<file path="config.mk">
export PLATFORM = sky130hd
export DESIGN_NAME = stripe_scan_agen
export DESIGN_NICKNAME = d
export VERILOG_FILES = /design/src/rtl/stripe_scan_pkg.sv /design/src/rtl/sscan_walker.sv /design/src/rtl/sscan_lanes.sv /design/src/rtl/stripe_scan_agen.sv
export SDC_FILE = /design/constraint.sdc
export NUM_CORES = 1
export LEC_CHECK = 0
export ABC_AREA = 1
export BUFFER_PORTS_ARGS = -buffer_cell sky130_fd_sc_hd__buf_2
export CORE_UTILIZATION = 39
export DETAILED_ROUTE_END_ITERATION = 8
export GPL_ROUTABILITY_DRIVEN = 1
export PLACE_DENSITY = 0.73
export RECOVER_POWER = 50
export SLEW_MARGIN = 20
export SYNTH_ARGS = -nofsm -noshare
export SYNTH_HDL_FRONTEND = slang
export SYNTH_SLANG_ARGS = --single-unit
</file>
<file path="constraint.sdc">
create_clock -name clk -period 1.5 [get_ports clk]
set_clock_uncertainty 0.2 [all_clocks]
set_input_delay 0 -clock clk [delete_from_list [all_inputs] [get_ports clk]]
set_output_delay 0 -clock clk [all_outputs]
set_load 0.1 [all_outputs]
</file>
<file path="src/rtl/stripe_scan_pkg.sv">
package stripe_scan_pkg;

    typedef enum logic [0:0] {
        SCAN_IDLE = 1'b0,
        SCAN_RUN  = 1'b1
    } scan_state_e;

endpackage

</file>
<file path="src/rtl/sscan_walker.sv">
// Row/stripe position counter: top-down inside a stripe, then next stripe.
module sscan_walker
    import stripe_scan_pkg::*;
#(
    parameter int N  = 16,
    parameter int S  = 2,
    parameter int RW = (N > 1) ? $clog2(N) : 1,
    parameter int SW = ((N / (2 * S)) > 1) ? $clog2(N / (2 * S)) : 1
) (
    input  logic          clk,
    input  logic          rst_n,
    input  logic          start,
    input  logic          ready,
    output logic          busy,
    output logic          last,
    output logic          done,
    output logic [RW-1:0] row,
    output logic [SW-1:0] stripe
);

    localparam int NUM_STRIPES = N / (2 * S);
    localparam logic [RW-1:0] ROW_MAX    = RW'(N - 1);
    localparam logic [SW-1:0] STRIPE_MAX = SW'(NUM_STRIPES - 1);

    typedef struct packed {
        scan_state_e   state;
        logic [RW-1:0] row;
        logic [SW-1:0] stripe;
        logic          done;
    } walk_t;

    walk_t st_d, st_q;
    logic  at_end;

    assign at_end = (st_q.state == SCAN_RUN) &&
                    (st_q.row == ROW_MAX) && (st_q.stripe == STRIPE_MAX);

    always_comb begin
        st_d      = st_q;
        st_d.done = 1'b0;
        unique case (st_q.state)
            SCAN_IDLE: begin
                if (start) begin
                    st_d.state  = SCAN_RUN;
                    st_d.row    = '0;
                    st_d.stripe = '0;
                end
            end
            SCAN_RUN: begin
                if (ready) begin
                    if (at_end) begin
                        st_d.state = SCAN_IDLE;
                        st_d.done  = 1'b1;
                    end else if (st_q.row == ROW_MAX) begin
                        st_d.row    = '0;
                        st_d.stripe = st_q.stripe + SW'(1);
                    end else begin
                        st_d.row = st_q.row + RW'(1);
                    end
                end
            end
            default: st_d.state = SCAN_IDLE;
        endcase
    end

    always_ff @(posedge clk or negedge rst_n) begin
        if (!rst_n) begin
            st_q <= '{state: SCAN_IDLE, row: '0, stripe: '0, done: 1'b0};
        end else begin
            st_q <= st_d;
        end
    end

    assign busy   = (st_q.state == SCAN_RUN);
    assign last   = at_end;
    assign done   = st_q.done;
    assign row    = st_q.row;
    assign stripe = st_q.stripe;

endmodule

</file>
<file path="src/rtl/sscan_lanes.sv">
// Expands a stripe index into its 2S+1 padded column addresses.
module sscan_lanes #(
    parameter int N  = 16,
    parameter int S  = 2,
    parameter int SW = 2,
    parameter int CW = $clog2(N + 1)
) (
    input  logic [SW-1:0]           stripe,
    output logic [(2*S+1)*CW-1:0]   cols,
    output logic                    pad
);

    localparam int LANES = 2 * S + 1;

    logic [CW-1:0] base;

    assign base = CW'(stripe) * CW'(2 * S);
    assign pad  = (stripe == '0);

    for (genvar k = 0; k < LANES; k++) begin : g_lane
        assign cols[k*CW +: CW] = base + CW'(k);
    end

endmodule

</file>
<file path="src/rtl/stripe_scan_agen.sv">
module stripe_scan_agen #(
    parameter int N = 16,
    parameter int S = 2,
    localparam int RW = (N > 1) ? $clog2(N) : 1,
    localparam int SW = ((N / (2 * S)) > 1) ? $clog2(N / (2 * S)) : 1,
    localparam int CW = $clog2(N + 1)
) (
    input  logic                   clk,
    input  logic                   rst_n,
    input  logic                   start,
    input  logic                   ready,
    output logic                   valid,
    output logic                   last,
    output logic                   done,
    output logic [RW-1:0]          row,
    output logic [SW-1:0]          stripe,
    output logic                   pad,
    output logic [(2*S+1)*CW-1:0]  cols
);

    sscan_walker #(.N(N), .S(S), .RW(RW), .SW(SW)) u_walk (
        .clk    (clk),
        .rst_n  (rst_n),
        .start  (start),
        .ready  (ready),
        .busy   (valid),
        .last   (last),
        .done   (done),
        .row    (row),
        .stripe (stripe)
    );

    sscan_lanes #(.N(N), .S(S), .SW(SW), .CW(CW)) u_lanes (
        .stripe (stripe),
        .cols   (cols),
        .pad    (pad)
    );

endmodule

</file>
# --- Word level (Yosys, flattened, before mapping) ---
# Cells that the tools add are included.
totals:
  regBits: 8
  in_bits: 4
  out_inout_bits: 35
  elab_cells: 31
classes:
  n_eq_ne: 6
  bitwise_logic: 1
  add_sub_neg: 6
  mux: 9
  reduce_logical: 5
op_table:
  columns: ["op", "count"]
  rows:
  - ["7-bit one-hot mux with 2 select lines", 1]
  - ["4-bit by 2-bit adder with 5-bit output, second input constant", 2]
  - ["8-bit two-way mux", 1]
  - ["2-bit != test, second input constant", 4]
  - ["7-bit two-way mux", 1]
  - ["6-bit two-way mux", 1]
  - ["4-bit by 1-bit adder with 5-bit output, second input constant", 1]
  - ["4-bit by 3-bit adder with 5-bit output, second input constant", 1]
  - ["4-bit by 1-bit adder with 4-bit output, second input constant", 1]
  - ["4-bit equality test, second input constant", 1]
  - ["4-bit two-way mux", 1]
  - ["4-bit AND reduction", 1]
  - ["1-bit two-way mux", 3]
  - ["3-bit AND reduction", 1]
  - ["2-bit by 1-bit adder with 2-bit output, second input constant", 1]
  - ["2-bit equality test, second input constant", 1]
  - ["1-bit logical AND", 2]
  - ["2-bit logical NOT", 1]
  - ["2-bit two-way mux", 1]
  - ["1-bit inverter", 1]

# --- Logic depth before layout (Yosys ltp) ---
depth:
  word_depth: 6
  depth_mapped: 8
  ltp_nobuf: 8

# --- Hierarchy ---
# Synthesis repeated with hierarchy kept, for this count alone.
hier_totals:
  hier_cells: 85
  hier_area_um2: 665.6
modules_own_cells:
  columns: ["mod", "seq_area_each_um2", "n_inst", "cells_each", "area_per_inst_um2"]
  rows:
  - ["sscan_walker", 200.2, 1, 57, 460.4]
  - ["sscan_lanes", 0.0, 1, 28, 205.2]

# --- Worst setup path before layout ---
# No wires, ideal clock.
synth_timing:
  path_type: "flip-flop to flip-flop"
  from: "register u_walk.st_q, in the netlist u_walk.stripe[1]"
  to: "register u_walk.st_q, in the netlist u_walk.row[3]"
  setup_slack_ns: -2.516
  path_stages_with_launch: 8
  synth_period_minus_slack_ns: 4.016
  required_time_ns: 1.237
  t_arrival_ns: 3.754
  setup_ns: 0.063
  n_path_buf: 0
  path_cell_list: "dfrtp_1 -> ha_1 -> nand2_1 -> nor2_1 -> nor2_1 -> nand2_1 -> nand2_1 -> inv_1"
synth_via:
  elab_chain_cells: 4
synth_rtl:
  columns: ["element", "line_no", "source"]
  rows:
  - ["from (decl)", "sscan_walker.sv:32", "walk_t st_d, st_q;"]
  - ["from (signal assigned)", "sscan_walker.sv:68", "st_q <= '{state: SCAN_IDLE, row: '0, stripe: '0, done: 1'b0};"]
  - ["from (signal assigned)", "sscan_walker.sv:70", "st_q <= st_d;"]
  - ["2-bit equality test", "sscan_walker.sv:36", "(st_q.row == ROW_MAX) && (st_q.stripe == STRIPE_MAX);"]
  - ["1-bit logical AND", "sscan_walker.sv:36", null]
  - ["via last", "stripe_scan_agen.sv:13", "output logic last,"]
  - ["2-bit != test (no line)", null, null]
  - ["3-bit AND reduction (no line)", null, null]
# The timed path passes the listed nets, and every way through them passes these cells.
# A chain may end at the register's enable or synchronous reset.

# --- Worst setup path in the final report ---
layout_timing:
  from: "register u_walk.st_q, in the netlist u_walk.stripe[1]"
  to: "output port cols[23]"
layout_via:
  elab_chain_cells: 1
layout_rtl:
  columns: ["element", "line_no", "source"]
  rows:
  - ["4-bit by 3-bit adder with 5-bit output", "sscan_lanes.sv:21", "assign cols[k*CW +: CW] = base + CW'(k);"]
  - ["to (decl)", "stripe_scan_agen.sv:18", "output logic [(2*S+1)*CW-1:0] cols"]
# Every way passes these cells.

==> results.sh <==
export IMPL_outcome="complete, but fails checks"
export IMPL_violations="setup timing"
export IMPL_cp_arrival_ps=1300
export IMPL_final_cell_mix="19 x nand2_1, 16 x buf_2, 14 x conb_1"
export IMPL_maxSlewViolCount=0
export IMPL_endpoint_kind="output pin"
export IMPL_io_pins=39
export IMPL_fin_cells=134
export IMPL_swShare_pct=60.7
export IMPL_synth_cell_types=16
export IMPL_syn_area_um2=649
export IMPL_drt_wirelength_per_cell_um=10.9
export IMPL_min_delay_path_class="input pin to flip-flop"
export IMPL_place_congestion=0.815
export IMPL_pwr_share_seq_pct=24.1
export IMPL_max_vdd_ir_drop_uv=1000
export IMPL_final_common_cell="nand2_1"
export IMPL_post_route_period_util_pct=100
export IMPL_power_frac_comb_pct=60.9
export IMPL_cts_tree="built"
export IMPL_drc_errors=0
export IMPL_dp_hpwl_um=1060
export IMPL_syn2layout_area_growth_pct=50.9
export IMPL_yosysTopAreaCellShare_pct=30.8
export IMPL_die_w_um=42.8
export IMPL_clkSinkCount=8
export IMPL_final_nets=126
export IMPL_rsz0062_at_grt="yes"
export IMPL_netlist_top_cell_by_area="dfrtp_1"
export IMPL_grt_pass1_vias=547
export IMPL_p_int_uw=508
export IMPL_cts_clk_slew_worst_paths_ps=60
export IMPL_core_area_um2=1520
export IMPL_hold_viol=0
export IMPL_vias=587
export IMPL_overflow=0
export IMPL_crit_slowest_cell="dfrtp_4"
export IMPL_seqCellArea_um2=219
export IMPL_grt_pass1_wl_um=2250
export IMPL_worstSetupStartpointType="flip-flop"
export IMPL_slowest_delay_ps=490
export IMPL_max_slew_margin_pct=64.1
export IMPL_rows=14
export IMPL_die_height_um=42.8
export IMPL_ys_warn_count=0
export IMPL_ys_ff_latch=8
export IMPL_start_util_pct=42.6
export IMPL_finalCriticalPeriod_ps=1500
export IMPL_synth_seq_area_share_pct=30.8
export IMPL_dieArea_um2=1830
export IMPL_finalSetupViolations=1
export IMPL_drt_pass1_iterations=4
export IMPL_grt_max_degree=9
export IMPL_dp_cells=121
export IMPL_multi_input_area_um2=364
export IMPL_track_usage_pct=16.3
export IMPL_total_leakage_power_uw=0.000520
export IMPL_root_buffer="clkbuf_4"
export IMPL_place_area_um2=835
export IMPL_cp_cell_sequence="buf_6 -> inv_4 -> ha_4 -> buf_12"
export IMPL_clk_latency_ps=260
export IMPL_setup_slack_ps=-0.943
export IMPL_crit_buf_inv=3
export IMPL_htreeDepth=1
export IMPL_syn_inst=88
export IMPL_p_clk_share_pct=15.0
export IMPL_p_switching_uw=784
export IMPL_antenna_found_initial=0
export IMPL_p_total_uw=1290
export IMPL_cts_buffer_depth=2
export IMPL_postRouteAntennaNets=0
export IMPL_fill_cells=122
export IMPL_cts_buffers=3
export IMPL_design_area_um2=980
export IMPL_drive_above_1_share_pct=49.2
export IMPL_critPathKind="flip-flop to output pin"
export IMPL_worst_pin_slew_ps=540
export IMPL_antenna_cells=0
export IMPL_avgSynthCellArea_um2=7.38
export IMPL_portBuffers=24
export IMPL_path_max_fanout=7
export IMPL_clock_fmax_mhz=666
export IMPL_finalWirelength_um=1460
export IMPL_cap_viol_max_count=0
export IMPL_viasPerCell=4.38
export IMPL_critPathTopFamily="flip-flops"
export IMPL_synth_area_top_cells="dfrtp_1 31%, buf_4 25%, nand2_1 12%"
export IMPL_drt_initial_drc_count=6
export IMPL_powerDensity_nw_per_um2=1320
export IMPL_required_ps=1300
==> through the flow <==
stage               utilization (%)  setup WS (ps)  hold WS (ps)  setup TNS (ps)
floorplan                         -           -832          -496           -4290
global placement               54.8           52.3          -346               0
detailed placement             54.8          -5.75          -343           -5.75
CTS                            62.2           2.48           373               0
global route                   64.3          -43.3           406            -125
finish                         64.3         -0.943           379          -0.943
==> tightest hold or removal path, cell delays in order <==
cell,delay [ps]
dlygate4sd3_1,530
buf_2,150
inv_1,70
nor2_1,40
==> path summary, 6_finish.rpt <==
path                                     to              from  depth (start not counted)  slack [ps]
max                                cols[23]  u_walk.stripe[1]                          4        -0.9
min                             u_walk.done             ready                          4         380
max reg2reg                u_walk.stripe[1]     u_walk.row[1]                          7          40
min reg2reg                   u_walk.row[2]     u_walk.row[2]                          2         400
max in group asynchronous  u_walk.stripe[1]             rst_n                          3         260
min in group asynchronous     u_walk.row[0]             rst_n                          3         520
==> cell families after synthesis <==
logic type / Yosys count / synth area share (%)
fa+ha+maj: 3 / 5.78
flops: 8 / 30.8
buf+inv: 34 / 32.4
simple gates: 34 / 23.9
other cells: 2 / 1.16
compound gates: 6 / 4.62
xor+xnor: 1 / 1.35
==> cell type report <==
cell class	instances	share of cell area (%)
timing repair buffer	36	30.5
sequential	8	22.3
multi-input combinational	58	37.2
tap	16	2.04
clock buffer	4	2.68
inverter	12	5.24
==> Yosys cell counts (all sizes together) <==
| library cell | count |
|---|---|
| buf | 22 |
| clkinv | 2 |
| conb | 2 |
| dfrtp | 8 |
| ha | 3 |
| inv | 10 |
| nand2 | 22 |
| nand3 | 4 |
| nor2 | 8 |
| o21ai | 6 |
| xor2 | 1 |
==> state kept, by name, indices dropped and copies added (netlist names) <==
name	count
u_walk.busy	1
u_walk.done	1
u_walk.row	4
u_walk.stripe	2
==> power by group through the flow <==
stage	clock (uW)	combinational, uW	sequential (uW)
global placement	0	732	301
global route	202	813	319
CTS	195	765	305
finish	193	786	312
floorplan	0	451	517
detailed placement	0	739	303
==> per-layer routing <==
metal | vias up | part of all wire, % | track usage (%)
met5 | - | 0 | 0
met4 | 0 | 1.4 | 7.50
met3 | 2 | 2.7 | 2.55
met2 | 18 | 57 | 29.4
met1 | 279 | 38 | 18.5
li1 | 288 | - | -
==> what timing repair did <==
action	CTS	global route
setup endpoints to repair	5	6
hold endpoints to repair	11	0
hold buffers	4	0
pin swaps	2	3
setup buffers	3	2
gates cloned	0	0
resized for setup	6	3
(Power assumes the default switching activity.)
